[src/rtl/sram_seq_ctrl.sv]
`timescale 1ns/1ps
module sram_seq_ctrl #(
  parameter int AW    = 16,
  parameter int DW    = 4,
  parameter int CNT_W = 8,
  parameter int T_AA  = 2,
  parameter int T_RC  = 2,
  parameter int T_AS  = 1,
  parameter int T_WP  = 1,
  parameter int T_DS  = 1,
  parameter int T_WR  = 1,
  parameter int T_WC  = 2,
  parameter int T_TA  = 1
) (
  input  logic          clk,
  input  logic          rst_n,
  input  logic          req,
  input  logic          req_wr,
  input  logic [AW-1:0] req_addr,
  input  logic [DW-1:0] req_wdata,
  output logic          ready,
  output logic [DW-1:0] rd_data,
  output logic          rd_valid,
  output logic [AW-1:0] sr_addr,
  output logic          sr_cs_n,
  output logic          sr_we_n,
  output logic [DW-1:0] sr_dout,
  input  logic [DW-1:0] sr_din,
  output logic          sr_oe
);

  localparam int RD_LEN = (T_AA > T_RC) ? T_AA : T_RC;
  localparam int WP_LEN = (T_WP > T_DS) ? T_WP : T_DS;
  localparam int WR_PAD = T_WC - T_AS - WP_LEN;
  localparam int WR_LEN = (T_WR > WR_PAD) ? T_WR : WR_PAD;
  localparam int AS_LEN = (T_AS > 0) ? T_AS : 1;
  localparam int TA_LEN = (T_TA > 0) ? T_TA : 1;

  typedef enum logic [2:0] {S_IDLE, S_READ, S_TURN, S_WSET, S_WPUL, S_WREC} state_t;

  state_t           st;
  logic [CNT_W-1:0] cnt;
  logic             last;

  assign last = (cnt == '0);

  always_ff @(posedge clk or negedge rst_n) begin
    if (!rst_n) begin
      st       <= S_IDLE;
      cnt      <= '0;
      ready    <= 1'b1;
      rd_data  <= '0;
      rd_valid <= 1'b0;
      sr_addr  <= '0;
      sr_cs_n  <= 1'b1;
      sr_we_n  <= 1'b1;
      sr_dout  <= '0;
      sr_oe    <= 1'b0;
    end else begin
      rd_valid <= 1'b0;
      case (st)
        S_IDLE: if (req && ready) begin
          ready   <= 1'b0;
          sr_addr <= req_addr;
          if (req_wr) begin
            sr_dout <= req_wdata;
            sr_oe   <= 1'b1;
            cnt     <= CNT_W'(AS_LEN - 1);
            st      <= S_WSET;
          end else begin
            sr_cs_n <= 1'b0;
            cnt     <= CNT_W'(RD_LEN - 1);
            st      <= S_READ;
          end
        end
        S_READ: if (last) begin
          rd_data  <= sr_din;
          rd_valid <= 1'b1;
          sr_cs_n  <= 1'b1;
          cnt      <= CNT_W'(TA_LEN - 1);
          st       <= S_TURN;
        end else cnt <= cnt - 1'b1;
        S_TURN: if (last) begin
          ready <= 1'b1;
          st    <= S_IDLE;
        end else cnt <= cnt - 1'b1;
        S_WSET: if (last) begin
          sr_we_n <= 1'b0;
          sr_cs_n <= 1'b0;
          cnt     <= CNT_W'(WP_LEN - 1);
          st      <= S_WPUL;
        end else cnt <= cnt - 1'b1;
        S_WPUL: if (last) begin
          sr_we_n <= 1'b1;
          sr_cs_n <= 1'b1;
          sr_oe   <= 1'b0;
          cnt     <= CNT_W'(WR_LEN - 1);
          st      <= S_WREC;
        end else cnt <= cnt - 1'b1;
        S_WREC: if (last) begin
          ready <= 1'b1;
          st    <= S_IDLE;
        end else cnt <= cnt - 1'b1;
        default: st <= S_IDLE;
      endcase
    end
  end

  logic [CNT_W-1:0] since_rd;
  always_ff @(posedge clk or negedge rst_n) begin
    if (!rst_n)                  since_rd <= CNT_W'(TA_LEN);
    else if (!sr_cs_n && sr_we_n) since_rd <= '0;
    else if (since_rd < CNT_W'(TA_LEN)) since_rd <= since_rd + 1'b1;
  end

  AST_OE_NOT_IN_READ: assert property (@(posedge clk) disable iff (!rst_n)
    !(sr_oe && !sr_cs_n && sr_we_n));
  AST_TURNAROUND: assert property (@(posedge clk) disable iff (!rst_n)
    sr_oe |-> since_rd >= CNT_W'(TA_LEN));
  AST_WE_NEEDS_CS: assert property (@(posedge clk) disable iff (!rst_n)
    !sr_we_n |-> !sr_cs_n);
  AST_CS_NOT_BEFORE_WE: assert property (@(posedge clk) disable iff (!rst_n)
    ($fell(sr_cs_n) && !sr_we_n) |-> $fell(sr_we_n));
  AST_OE_IN_STROBE: assert property (@(posedge clk) disable iff (!rst_n)
    !sr_we_n |-> sr_oe);
  AST_STROBE_STABLE: assert property (@(posedge clk) disable iff (!rst_n)
    (!sr_we_n && $past(!sr_we_n)) |-> ($stable(sr_addr) && $stable(sr_dout)));
  AST_VALID_PULSE: assert property (@(posedge clk) disable iff (!rst_n)
    rd_valid |=> !rd_valid);
  AST_BUSY_NOT_READY: assert property (@(posedge clk) disable iff (!rst_n)
    (!sr_cs_n || sr_oe) |-> !ready);

endmodule

[config.mk]
export PLATFORM = sky130hd
export DESIGN_NAME = sram_seq_ctrl
export DESIGN_NICKNAME = d
export VERILOG_FILES = /design/src/rtl/sram_seq_ctrl.sv
export SDC_FILE = /design/constraint.sdc
export NUM_CORES = 1
export LEC_CHECK = 0
export CAP_MARGIN = 20
export CORE_MARGIN = 2
export CORE_UTILIZATION = 42
export DETAILED_ROUTE_END_ITERATION = 6
export PLACE_DENSITY = 0.76
export SLEW_MARGIN = 30
export SYNTH_ARGS = -nofsm -noshare
export SYNTH_HDL_FRONTEND = slang
export SYNTH_SLANG_ARGS = --single-unit
[constraint.sdc]
create_clock -name clk -period 2.33 [get_ports clk]
set_clock_uncertainty 0.15 [all_clocks]
set_input_delay 0.3495 -clock clk [delete_from_list [all_inputs] [get_ports clk]]
set_output_delay 0.3495 -clock clk [all_outputs]
set_load 0.05 [all_outputs]
==> metrics.txt, run 1 <==
CP cell instances inv_2 > ha_2 > or4b_4 > or3_4 > o211ai_2 > o21ai_2 > a22o_1; placed insts 269; CP required 2.36 ns; First-pass DRT Iterations 5; clk sinks 40; Fmax 450 MHz; Nets 256; Clock Path Buffers 2; power per standard cell area 1610 nW/um^2; GRT met2 Usage 30.7%; worst slack, placed 0.0663 ns; Die Ht 70.5 um; number of synthesized flops with an enable pin 0; final slew viol count 0; Seq pwr share 29.7%; R2R Path End cnt[4]$_DFFE_PN0P_; Top delay family on crit path simple AND/OR/NAND/NOR gates; Leakage 1.15 nW; Final WS setup 0.106 ns; I/O pins 57; fin crit period 2.22 ns; Synth Flop Type dfrtp_1; FF-to-FF Start cnt[0]$_DFFE_PN0P_; fillers 353; commonest non-fill, non-tap cell in the layout clkdlybuf4s50_1; Routed WL per cell 15.1 um; row count 24; clock latency on the worst-skew pair 0.28 ns; Synth top area share 49.8%; outcome completed; Critical Path Source Type flop; layout cell share with drive strength beyond 1 26.4%; synth warn 0; Worst-Margin Slew 0.523 ns; post-synth cell types 45; R2R cell count 7; Synth-to-Final Area Change 45.0%; Synth area leaders dfrtp_1 50%, mux2_2 12%, dfstp_2 4.2%; Critical Path Fanout Max 4; hold wc startpoint sr_we_n$_DFFE_PN1P_; number of remaining DRC errors 0; Int Pwr 2.40 mW; final instance area 2690 sq um; final antenna-violating net count 0; r2r setup slk 0.11 ns; Mapped Cells 156; Net Count, Synth 186; Starting Density 43.3%; post-DP HPWL 3.17 mm; CP max stage delay 0.46 ns; Final Cycle Share 95.4%; total track usage 18.6%; Worst Path Arrival 2.25 ns; Layout Cells excl Fill 279; WP buf/inv 1; Mapped Area 1860 sq um; met3 global-route usage 4.47%; number of global-route vias before repair 1,537; first-pass GRT wire length 7.30 mm; WL final 4.22 mm; CTS tree done; Final Hold Vio Count 0; slowest CP cell or4b_4; largest net degree at the start of global routing 23; busiest grt layer met2; root buf cell clkbuf_8; Power Total 4.34 mW; via count 1,491; DIE AREA 4970 sq um; TritonCTS Buffers 5; Gate power share 56.8%; Die Wd 70.5 um; GR Layer Usage met1 23.3%; RSZ-0062 raised after global routing false; NetSw 1.94 mW; remaining global-route overflow 0; HP Class flop to flop; syn_area_per_cell 11.9 sq um; DP Area 2550 sq um; initial antenna violation count 0; Hold Path End sr_we_n$_DFFE_PN1P_; Setup Crit Path Kind flop to flop; mean number of vias per cell 5.34; register clock-pin slew on the reported worst setup and hold paths 0.08 ns; ant diodes 0; VDD IR-drop max 0.000754 V; sequential share of the synthesized area 54.1%; Initial DRC Count 145; Routability Congestion 0.785; number of synthesized register bits 40; max cap viols 0; CP Capture Type flop; Max-slew headroom 65.0%; commonest cells after routing, fill and taps aside 55 x clkdlybuf4s50_1, 37 x dfrtp_1, 20 x mux2_2; Post-synth ARST share 100%; switch share 44.6%; tightest hold margin 0.352 ns; Setup Total Neg Slack 0 ns; CORE AREA 4290 sq um; clock power share 13.6%; port bufs 56; H-tree Lvls 2; leading area contributor after synthesis dfrtp_1; Final Util 62.7%; Hold Path Depth 2; Finish-stage setup viols 0
-- worst reg2reg max path: stages (launching register included) --
cell and delay (ns):
dfrtp_1 0.39, inv_2 0.07, ha_2 0.18, or4b_4 0.46, or3_4 0.43, o211ai_2 0.13, o21ai_2 0.09, a22o_1 0.22
-- flip-flops by register name (all words and copies together) (netlist names) --
signal and cells:
sr_addr 16, cnt 8, rd_data 4, sr_dout 4, st 3, rd_valid 1
ready 1, sr_cs_n 1, sr_oe 1, sr_we_n 1
-- cells in the mapped netlist (2+ instances only) --
cell,instances
a21oi_1,6
buf_2,2
clkbuf_1,4
dfrtp_1,37
dfstp_2,3
ha_1,2
inv_1,5
mux2_2,20
mux2_4,4
nand2_1,7
nand2b_1,3
nand3_1,3
nand3b_1,2
nor2_1,10
nor3_1,4
nor4_1,2
o21ai_0,8
or3_1,5
xnor2_1,3
-- worst max path at each step --
stage                             from                endpoint  slack, ns  cells past startpoint
finish              cnt[0]$_DFFE_PN0P_      cnt[4]$_DFFE_PN0P_       0.11                      7
global route        cnt[0]$_DFFE_PN0P_      cnt[4]$_DFFE_PN0P_     0.0008                      7
CTS                 cnt[0]$_DFFE_PN0P_  rd_data[0]$_DFFE_PN0P_       0.07                      6
detailed placement  cnt[0]$_DFFE_PN0P_      cnt[4]$_DFFE_PN0P_       0.07                      7
global placement                   req      cnt[5]$_DFFE_PN0P_       0.10                      7
floorplan           cnt[0]$_DFFE_PN0P_      cnt[4]$_DFFE_PN0P_       0.17                      7
-- routing by layer --
| layer | routed length (um) | share of wire [%] |
|---|---|---|
| met1 | 1770 | 42 |
| met5 | 0 | 0 |
| met3 | 254 | 6.0 |
| met2 | 2120 | 50 |
| met4 | 74 | 1.8 |
-- power by group through the flow --
stage,logic (mW),clock network (mW),registers (mW)
5_1_grt,2.62,0.635,1.34
2_1_floorplan,0.830,0,2.08
4_1_cts,2.47,0.605,1.29
3_3_place_gp,2.42,0,1.28
6_report,2.47,0.589,1.29
3_5_place_dp,2.45,0,1.30
-- timing repair --
action                                  4_1_cts  5_1_grt
buffers inserted                              0        1
hold endpoints to repair                     18        0
resized for setup                             0        3
hold buffers                                  1        0
endpoints found under the setup margin        0        6
-- area by class of cell --
class / instances / area [sq um] / share of cell area, %
Sequential cell: 40 / 1000 / 37.3
Clock inverter: 2 / 38.8 / 1.44
Timing Repair Buffer: 69 / 668 / 24.8
Multi-Input combinational cell: 104 / 812 / 30.1
Clock buffer: 6 / 82.6 / 3.07
Tap cell: 52 / 65.1 / 2.42
Inverter: 6 / 22.5 / 0.836
-- cells by family (layout without fill, tap and decap cells) --
family                   Yosys count  count (layout)  synth area share (%)
XOR/XNOR                           3               3                  1.41
adder cells (fa/ha/maj)            2               2                  1.35
AO/OA/AOI/OAI                     29              29                  10.8
buffers and inverters             12              83                  2.56
multiplexers                      24              24                  15.4
flip-flops                        40              40                  54.1
AND/OR/NAND/NOR                   46              46                  14.5
Power figures use the tool's default switching activity.
==> run 2: changes to the inputs <==
CORE_MARGIN = 5   (was 2)
==> metrics.txt, run 2 (synthesized netlist as in run 1, its figures left out) <==
outcome completed; initial antenna violation count 0 (unchanged); Synth-to-Final Area Change 42.4%; row count 24 (unchanged); layout cell share with drive strength beyond 1 25.4% (-0.99 points); HP Class flop to flop; slowest CP cell or4b_1; number of remaining DRC errors 0 (unchanged); clock power share 10.7% (-2.9 points); fillers 351 (-0.57%); switch share 46.5% (+1.9 points); CTS tree done; Initial DRC Count 95 (-34%); CP max stage delay 0.46 ns (about the same); Hold Path Depth 2 (unchanged); R2R Path End cnt[4]$_DFFE_PN0P_; number of global-route vias before repair 1,454 (-5.4%); Final Hold Vio Count 0 (unchanged); Routability Congestion 0.751 (-4.3%); Seq pwr share 30.9% (+1.2 points); Largest Register sr_addr; root buf cell clkbuf_8; FF-to-FF Start cnt[0]$_DFFE_PN0P_; remaining global-route overflow 0 (unchanged); Final WS setup 0.0606 ns (-0.0455 ns); total track usage 15.9% (-2.6 points); power per standard cell area 1590 nW/um^2 (-1.3%); post-DP HPWL 3.40 mm (+7.1%); final antenna-violating net count 0 (unchanged); commonest non-fill, non-tap cell in the layout clkdlybuf4s50_1; placed insts 268 (-0.37%); Routed WL per cell 16.3 um (+7.7%); I/O pins 57 (unchanged); Top Registers sr_addr (16), cnt (8); Leakage 1.14 nW (-1.6%); Power Total 4.21 mW (-3.0%); Fmax 441 MHz (-2.0%); max reg flops 16 (unchanged); Clock Path Buffers 2 (unchanged); via count 1,498 (+0.47%); Die Wd 76.5 um (+8.5%); port bufs 56 (unchanged); largest net degree at the start of global routing 21 (-8.7%); hold wc startpoint sr_we_n$_DFFE_PN1P_; clock latency on the worst-skew pair 0.30 ns (+0.02 ns); DIE AREA 5850 sq um (+18%); Die Ht 76.5 um (+8.5%); clk sinks 40 (unchanged); Starting Density 43.0% (-0.30 points); Reg area 1000 sq um (unchanged); tightest hold margin 0.349 ns (-0.00327 ns); Critical Path Source Type flop; CP cell instances inv_2 > ha_1 > or4b_1 > or3_4 > o211ai_2 > o21ai_2 > a22o_1; worst slack, placed 0.0358 ns (-0.0305 ns); Layout Cells excl Fill 280 (+0.36%); fin crit period 2.27 ns (+0.0455 ns); footprint of the multi-input gates 806 sq um (-0.77%); Setup Crit Path Kind flop to flop; Critical Path Fanout Max 4 (unchanged); mean number of vias per cell 5.35 (+0.11%); commonest cells after routing, fill and taps aside 55 x clkdlybuf4s50_1, 37 x dfrtp_1, 20 x mux2_2; final slew viol count 0 (unchanged); Int Pwr 2.25 mW (-6.3%); CP required 2.37 ns (about the same); Worst Path Arrival 2.31 ns (+0.06 ns); Gate power share 58.4% (+1.6 points); VDD IR-drop max 0.000936 V (+24%); Final Cycle Share 97.4% (+2.0 points); First-pass DRT Iterations 4 (-1); TritonCTS Buffers 5 (unchanged); CP Capture Type flop; R2R cell count 7 (unchanged); first-pass GRT wire length 7.32 mm (+0.27%); Hold Path End sr_we_n$_DFFE_PN1P_; register clock-pin slew on the reported worst setup and hold paths 0.08 ns (about the same); CORE AREA 4320 sq um (+0.70%); Nets 257 (+0.39%); ant diodes 0 (unchanged); WL final 4.56 mm (+8.0%); H-tree Lvls 2 (unchanged); r2r setup slk 0.06 ns (-0.05 ns); Worst-Margin Slew 0.538 ns (+0.0151 ns); max cap viols 0 (unchanged); Max-slew headroom 64.0% (-1.0 points); NetSw 1.96 mW (+1.1%); Finish-stage setup viols 0 (unchanged)
run 2: cell count changes in the layout (fill, tap and decap cells not counted):
cell and change:
ha_2 -1, clkbuf_1 +1, clkinv_4 -1, buf_12 -1, clkinvlp_4 +1, bufinv_16 -1, clkinv_2 +1, buf_4 +2
clkbuf_8 -1, ha_1 +1, or4b_1 +1, or4b_4 -1
run 2: worst max path at each step:
stage | start | end | slack [ns] | cells past startpoint
floorplan | cnt[0]$_DFFE_PN0P_ | cnt[4]$_DFFE_PN0P_ | 0.17 | 7
global placement | cnt[0]$_DFFE_PN0P_ | cnt[4]$_DFFE_PN0P_ | 0.08 | 7
detailed placement | cnt[0]$_DFFE_PN0P_ | cnt[4]$_DFFE_PN0P_ | 0.04 | 7
CTS | cnt[0]$_DFFE_PN0P_ | cnt[4]$_DFFE_PN0P_ | 0.02 | 7
global route | cnt[0]$_DFFE_PN0P_ | cnt[4]$_DFFE_PN0P_ | -0.007 | 7
finish | cnt[0]$_DFFE_PN0P_ | cnt[4]$_DFFE_PN0P_ | 0.06 | 7
run 2: area by class of cell:
class,count,area share (%)
clock inverters,2,0.473
inverters,6,0.851
well taps,52,2.46
multi-input cells,104,30.4
clock buffers,6,2.74
flip-flops and latches,40,38.0
repair buffers,70,25.1
run 2: stage by stage:
step | setup TNS, ns | instance area, sq um | utilization (%)
after floorplan | 0 | 1860 | -
after detailed placement | 0 | 2530 | 58.5
after global routing | -0.0108 | 2650 | 61.2
after global placement | 0 | 2530 | 58.5
after CTS | 0 | 2620 | 60.7
final | 0 | 2650 | 61.2
run 2: critical path, delay by kind of cell (launching register included):
kind                       cells  cell delay [ns]
buffers and inverters          1             0.09
adders and majority gates      1             0.16
and+or+nand+nor                2             0.90
AOI/OAI and AO/OA              3             0.45
DFF                            1             0.42
run 2: power groups by stage:
stage                     Sequential, mW  Combinational (mW)  Clock [mW]
after floorplan                     2.08               0.830           0
after detailed placement            1.32                2.42           0
final                               1.30                2.46       0.453
after global routing                1.35                2.60       0.508
after global placement              1.30                2.38           0
after CTS                           1.30                2.43       0.472
run 2: routing by layer:
layer	vias to the layer above	wire length [um]	global-route usage [%]
met4	0	124	7.69
met2	56	2300	25.2
met1	723	1810	19.2
met3	12	320	5.56
met5	-	0	0
li1	707	-	-
run 2: timing repair:
item / in CTS / in global routing
endpoints found under the setup margin: 0 / 7
endpoints found under the hold margin: 16 / 0
hold buffers: 1 / 0
resized for setup: 0 / 1
buffers inserted: 0 / 3
